`config.mk`:
```
export PLATFORM = sky130hd
export DESIGN_NAME = hot_rst_seq
export DESIGN_NICKNAME = d
export VERILOG_FILES = /design/src/rtl/hrs_pkg.sv /design/src/rtl/hrs_trigger.sv /design/src/rtl/hrs_deadline.sv /design/src/rtl/hot_rst_seq.sv
export SDC_FILE = /design/constraint.sdc
export NUM_CORES = 1
export LEC_CHECK = 0
export BUFFER_PORTS_ARGS = -buffer_cell sky130_fd_sc_hd__buf_2
export CAP_MARGIN = 5
export CORE_MARGIN = 4
export CORE_UTILIZATION = 40
export DETAILED_ROUTE_END_ITERATION = 12
export GPL_ROUTABILITY_DRIVEN = 0
export HOLD_SLACK_MARGIN = 0.06
export MAX_ROUTING_LAYER = met4
export REMOVE_ABC_BUFFERS = 1
export SYNTH_ARGS = -nofsm -noshare
export SYNTH_HDL_FRONTEND = slang
export SYNTH_SLANG_ARGS = --single-unit
```
`constraint.sdc`:
```
create_clock -name clk_i -period 5.48 [get_ports clk_i]
set_clock_uncertainty 0.15 [all_clocks]
set_input_delay 1.096 -clock clk_i [delete_from_list [all_inputs] [get_ports clk_i]]
set_output_delay 1.096 -clock clk_i [all_outputs]
set_load 0.05 [all_outputs]
```
`src/rtl/hrs_pkg.sv`:
```
package hrs_pkg;
  typedef enum logic [2:0] {
    S_IDLE = 3'd0,
    S_PROP = 3'd1,
    S_CORE = 3'd2,
    S_TQ   = 3'd3,
    S_EEP  = 3'd4,
    S_RUN  = 3'd5
  } hrs_state_e;
endpackage

```
`src/rtl/hrs_trigger.sv`:
```
module hrs_trigger (
  input  logic clk_i,
  input  logic rst_ni,
  input  logic ts1_hot_i,
  input  logic dl_down_i,
  input  logic sw_hot_set_i,
  input  logic ld_dis_i,
  input  logic idle_i,
  input  logic leave_idle_i,
  output logic start_o,
  output logic sw_bit_o
);
  logic ts1_q, dl_q, pend_q, sw_q;
  logic ev;

  assign ev = (ts1_hot_i & ~ts1_q) | (dl_down_i & ~dl_q & ~ld_dis_i);

  always_ff @(posedge clk_i or negedge rst_ni) begin
    if (!rst_ni) begin
      ts1_q  <= 1'b0;
      dl_q   <= 1'b0;
      pend_q <= 1'b0;
      sw_q   <= 1'b0;
    end else begin
      ts1_q <= ts1_hot_i;
      dl_q  <= dl_down_i;
      // events seen while busy are remembered for one more pass
      if (!idle_i && ev)     pend_q <= 1'b1;
      else if (leave_idle_i) pend_q <= 1'b0;
      if (sw_hot_set_i)      sw_q <= 1'b1;
      else if (leave_idle_i) sw_q <= 1'b0;
    end
  end

  assign start_o  = ev | sw_q | pend_q;
  assign sw_bit_o = sw_q;

  p_sw_selfclr_r3: assert property (@(posedge clk_i) disable iff (!rst_ni)
    (leave_idle_i && !sw_hot_set_i) |=> !sw_bit_o);
  p_dl_mask_r2: assert property (@(posedge clk_i) disable iff (!rst_ni)
    (idle_i && ld_dis_i && !sw_q && !pend_q && !ts1_hot_i) |-> !leave_idle_i);
endmodule

```
`src/rtl/hrs_deadline.sv`:
```
module hrs_deadline #(
  parameter int unsigned LIMIT = 1000
) (
  input  logic clk_i,
  input  logic rst_ni,
  input  logic arm_i,
  input  logic run_i,
  input  logic seen_i,
  output logic done_o,
  output logic tmo_o
);
  localparam int unsigned CW = $clog2(LIMIT + 1);
  localparam logic [CW-1:0] LAST = CW'(LIMIT - 1);
  localparam logic [CW-1:0] MAXV = CW'(LIMIT);

  logic [CW-1:0] cnt_q;
  logic          seen_q, tmo_q;

  always_ff @(posedge clk_i or negedge rst_ni) begin
    if (!rst_ni) begin
      cnt_q  <= '0;
      seen_q <= 1'b0;
      tmo_q  <= 1'b0;
    end else if (arm_i) begin
      cnt_q  <= '0;
      seen_q <= 1'b0;
      tmo_q  <= 1'b0;
    end else if (run_i) begin
      if (cnt_q != MAXV) cnt_q <= cnt_q + 1'b1;
      if (seen_i) seen_q <= 1'b1;
      if (!done_o && cnt_q == LAST) tmo_q <= 1'b1;
    end
  end

  assign done_o = seen_q | seen_i;
  assign tmo_o  = tmo_q;

  p_tmo_unseen_r8: assert property (@(posedge clk_i) disable iff (!rst_ni)
    $rose(tmo_o) |-> !$past(done_o));
  p_tmo_late_r8: assert property (@(posedge clk_i) disable iff (!rst_ni)
    tmo_o |-> cnt_q == MAXV);
endmodule

```
`src/rtl/hot_rst_seq.sv`:
```
module hot_rst_seq
  import hrs_pkg::*;
#(
  parameter int unsigned NPORT     = 3,
  parameter int unsigned PROP_CYC  = 4,
  parameter int unsigned CORE_CYC  = 8,
  parameter int unsigned TRAIN_WIN = 2500000,
  parameter int unsigned READY_WIN = 12500000
) (
  input  logic             clk_i,
  input  logic             rst_ni,
  input  logic             ts1_hot_i,
  input  logic             dl_down_i,
  input  logic             sw_hot_set_i,
  input  logic             ld_dis_i,
  input  logic             halt_i,
  input  logic             mode_eep_i,
  input  logic             eep_dis_i,
  input  logic [NPORT-1:0] ds_link_up_i,
  input  logic             train_act_i,
  input  logic             stack_rdy_i,
  input  logic             eeprom_done_i,
  input  logic             req_valid_i,
  input  logic             req_is_cfg_i,
  output logic [NPORT-1:0] ds_hot_tx_o,
  output logic             core_rst_o,
  output logic             train_req_o,
  output logic             quasi_o,
  output logic             eeprom_req_o,
  output logic             stack_release_o,
  output logic             sw_hot_bit_o,
  output logic             train_tmo_o,
  output logic             ready_tmo_o,
  output logic             rsp_retry_o,
  output logic             req_drop_o,
  output logic             req_pass_o,
  output logic [2:0]       state_o
);
  localparam int unsigned PMAX = (PROP_CYC > CORE_CYC) ? PROP_CYC : CORE_CYC;
  localparam int unsigned PW   = $clog2(PMAX + 1);
  localparam logic [PW-1:0] PROP_LAST = PW'(PROP_CYC - 1);
  localparam logic [PW-1:0] CORE_LAST = PW'(CORE_CYC - 1);

  hrs_state_e    state_q, state_d;
  logic [PW-1:0] ph_q;
  logic          start, idle, leave_idle, t_done, r_done, in_tq, need_eep, open_st;

  assign idle       = (state_q == S_IDLE);
  assign leave_idle = idle & start;
  assign in_tq      = (state_q == S_TQ);
  assign need_eep   = mode_eep_i & ~eep_dis_i;

  hrs_trigger u_trig (
    .clk_i        (clk_i),
    .rst_ni       (rst_ni),
    .ts1_hot_i    (ts1_hot_i),
    .dl_down_i    (dl_down_i),
    .sw_hot_set_i (sw_hot_set_i),
    .ld_dis_i     (ld_dis_i),
    .idle_i       (idle),
    .leave_idle_i (leave_idle),
    .start_o      (start),
    .sw_bit_o     (sw_hot_bit_o)
  );

  hrs_deadline #(.LIMIT(TRAIN_WIN)) u_train_dl (
    .clk_i  (clk_i),
    .rst_ni (rst_ni),
    .arm_i  (leave_idle),
    .run_i  (in_tq),
    .seen_i (train_act_i),
    .done_o (t_done),
    .tmo_o  (train_tmo_o)
  );

  hrs_deadline #(.LIMIT(READY_WIN)) u_ready_dl (
    .clk_i  (clk_i),
    .rst_ni (rst_ni),
    .arm_i  (leave_idle),
    .run_i  (in_tq),
    .seen_i (stack_rdy_i),
    .done_o (r_done),
    .tmo_o  (ready_tmo_o)
  );

  always_comb begin
    state_d = state_q;
    unique case (state_q)
      S_IDLE: if (start) state_d = S_PROP;
      S_PROP: if (ph_q == PROP_LAST) state_d = S_CORE;
      S_CORE: if (ph_q == CORE_LAST) state_d = S_TQ;
      S_TQ:   if (t_done && r_done && !halt_i) state_d = need_eep ? S_EEP : S_RUN;
      S_EEP:  if (eeprom_done_i) state_d = S_RUN;
      S_RUN:  state_d = S_IDLE;
      default: state_d = S_IDLE;
    endcase
  end

  always_ff @(posedge clk_i or negedge rst_ni) begin
    if (!rst_ni) begin
      state_q <= S_IDLE;
      ph_q    <= '0;
    end else begin
      state_q <= state_d;
      if (state_d != state_q) ph_q <= '0;
      else if (state_q == S_PROP || state_q == S_CORE) ph_q <= ph_q + 1'b1;
    end
  end

  assign open_st         = idle | (state_q == S_RUN);
  assign ds_hot_tx_o     = (state_q == S_PROP) ? ds_link_up_i : '0;
  assign core_rst_o      = (state_q == S_CORE);
  assign train_req_o     = in_tq;
  assign quasi_o         = in_tq | (state_q == S_EEP);
  assign eeprom_req_o    = (state_q == S_EEP);
  assign stack_release_o = (state_q == S_RUN);
  assign rsp_retry_o     = req_valid_i & quasi_o & req_is_cfg_i;
  assign req_drop_o      = req_valid_i & ~open_st & ~(quasi_o & req_is_cfg_i);
  assign req_pass_o      = req_valid_i & open_st;
  assign state_o         = state_q;

  p_prop_from_idle_r1: assert property (@(posedge clk_i) disable iff (!rst_ni)
    (state_q == S_PROP && $past(state_q) != S_PROP) |-> $past(state_q) == S_IDLE);
  p_core_after_prop_r5: assert property (@(posedge clk_i) disable iff (!rst_ni)
    $rose(core_rst_o) |-> $past(state_q) == S_PROP);
  p_tq_exit_r6: assert property (@(posedge clk_i) disable iff (!rst_ni)
    ($past(state_q) == S_TQ && state_q != S_TQ) |-> $past(t_done && r_done && !halt_i));
  p_eep_gate_r9: assert property (@(posedge clk_i) disable iff (!rst_ni)
    $rose(eeprom_req_o) |-> $past(mode_eep_i && !eep_dis_i));
  p_release_r12: assert property (@(posedge clk_i) disable iff (!rst_ni)
    stack_release_o |=> state_q == S_IDLE);
  p_tx_excl_r4: assert property (@(posedge clk_i) disable iff (!rst_ni)
    core_rst_o |-> ds_hot_tx_o == '0);
endmodule

```
==> qor.yml <==
crit_path_max_fanout: 20
wl_mm: 7.74
fin_cells: 518
clk_pin_slew_worst_paths_ps: 70
ys_types: 53
clk_path_buf_depth: 2
fin_area_sq_um: 3920
ant_nets: 0
ctsResizeCount: 0
synth_enable_flop_cells: 0
ir_drop_mv: 0.278
grt_pass1_vias: 2928
hold_path.startpoint: "u_ready_dl.cnt_q[23]"
nFillCells: 784
grt_setup_unrepaired: "no"
cts_setup_buffers: 0
fin_util_pct: 47.2
setup_violations: 0
die_width_um: 101
slew_violations: 0
numPortBuffers: 33
syn_inst: 377
die_area_sq_um: 10200
post-route-drc-count: 0
synthTopCellsByCount: "61 x dfrtp_1, 37 x nand2_1, 24 x a21oi_1, 19 x nor2_1, 19 x o21ai_0"
die_h_um: 101
ys_top_cells_by_area: "dfrtp_1 44%, nand2_1 4.0%, mux2i_1 3.8%, a21oi_1 3.5%, or4_1 2.8%"
end_kind: "output port"
wl_per_cell_um: 14.9
vias: 2918
finalHoldViolCount: 0
yosysSeqAreaShare_pct: 44.1
yosysWarnings: 0
grt_usage_pct: 16.9
seq_area_sq_um: 1530
cts.sinks: 61
ios: 34
reg2reg_depth: 4
min_period_ps: 3480
cts_tree: "yes"
setup_tns_ps: 0
areaGrowthSynthToFinish_pct: 13.3
htreeDepth: 3
clock_latency_ps: 340
grt_first_pass_wirelength_mm: 13.6
cp.required_ps: 4230
status: "finished, final reports clean"
relSlewSlack_pct: 26.1
r2r-start: "state_o[1]"
crit_type: "reg -> out"
grt_max_degree: 62
hold_path_class: "reg -> reg"
place_area_sq_um: 3720
ys.flop_type: "dfrtp_1"
syn_area_sq_um: 3460
nets: 430
dp_hpwl_mm: 5.21
start_util_pct: 41.7
ys_seq_elements: 61
p_leak_uw: 0.00161
synth_area_per_cell_sq_um: 9.18
power_density_nw_per_um2: 367
placed_cells: 502
max_freq_ghz: 0.287
netlist.area_leader.share_pct: 44.1
holdPathStages: 1
postCtsHoldBufs: 0
max_cap_viol_count: 0
rrSetupSlack_ps: 2650
fin_crit_sh_pct: 63.5
timing.hold.ws_ps: 323
overflow: 0
coreArea_sq_um: 8300
crit_arrival_ps: 2230
n_antenna_cell: 0
row_count: 33
yosysTopAreaCell: "dfrtp_1"
clockRootBuffer: "clkbuf_8"
cts_buffers: 9
startpoint_type: "flop"
multi_input_area_sq_um: 1810
first_iter_violations: 138
antenna_found_initial: 0
async_reset_ff_share_pct: 100
crit_start: "state_o[2]"
drt-vias-per-instance: 5.63
tightest_slew_ps: 1110
first_pass_iters: 4
yosysMostFrequentCell: "dfrtp_1"
drive_gt1_share_pct: 14.8
## cell type report
class                           count  area share, %
Multi-Input combinational cell    282           46.2
Tap cell                          105           3.35
Clock buffer                       10           3.51
Inverter                           19           1.82
Sequential cell                    61           38.9
Clock inverter                      6           1.60
Timing Repair Buffer               35           4.59
## kinds of logic after synthesis
group	count (synthesis)	share of synthesized area, %
AOI/OAI and AO/OA	74	13.3
xor gates and xnor gates	15	3.79
adders and majority gates	5	1.81
buffers and inverters	34	3.83
DFF	61	44.1
muxes	14	4.08
and+or+nand+nor	174	29.1
## worst max-delay path, cell delays in order, from the launching register on
cell,delay (ps)
dfrtp_1,700
nand3b_1,430
clkinv_1,430
buf_2,340
## per-stage QoR
stage          setup WS, ps  total power, uW
6_report               2000             1440
5_1_grt                1810             1540
4_1_cts                1980             1460
3_5_place_dp           2100             1050
3_3_place_gp           2170             1040
2_1_floorplan          1550              900
## report_power, final
group,leakage [uW],switching [uW],internal [uW]
logic,0.000684,338,141
clock network,0.0000943,185,221
registers,0.000830,63.2,489
total,0.00161,587,851
## worst paths after layout
kind	endpoint
max	train_req_o
min	u_ready_dl.cnt_q[23]
max reg2reg	u_ready_dl.cnt_q[17]
min reg2reg	u_ready_dl.cnt_q[23]
max in group asynchronous	u_train_dl.cnt_q[19]
min in group asynchronous	u_ready_dl.cnt_q[13]
## placed cells by master (no fill, tap or decap), drive strengths merged, types with 4 or more instances in the layout
| master | count |
|---|---|
| o31ai | 13 |
| nor3 | 16 |
| nor4b | 6 |
| and4 | 4 |
| xor2 | 4 |
| o21ai | 19 |
| or3 | 10 |
| or4 | 14 |
| o211ai | 5 |
| and2 | 4 |
| mux2i | 13 |
| xnor2 | 11 |
| dfrtp | 61 |
| nand4 | 11 |
| inv | 18 |
| nor2 | 19 |
| a21oi | 24 |
| buf | 35 |
| ha | 5 |
| nand3 | 17 |
| nor4 | 8 |
| nor2b | 4 |
| nand2b | 7 |
| nand2 | 37 |
| clkbuf | 10 |
## metal layers
layer	GRT usage [%]	up-vias	wire length, um
li1	-	1451	-
met1	22.7	1396	3820
met2	25.9	69	3570
met3	3.60	2	315
met4	4.60	0	29
met5	-	-	0
## flip-flops by register name, summed over array words and instances, names as in the netlist
signal,flops
u_trig.pend_q,1
state_o,3
u_train_dl.cnt_q,22
u_trig.sw_bit_o,1
u_trig.ts1_q,1
u_ready_dl.tmo_o,1
u_ready_dl.seen_q,1
u_trig.dl_q,1
u_train_dl.seen_q,1
ph_q,4
u_train_dl.tmo_o,1
u_ready_dl.cnt_q,24
Power figures use the tool's default switching activity.
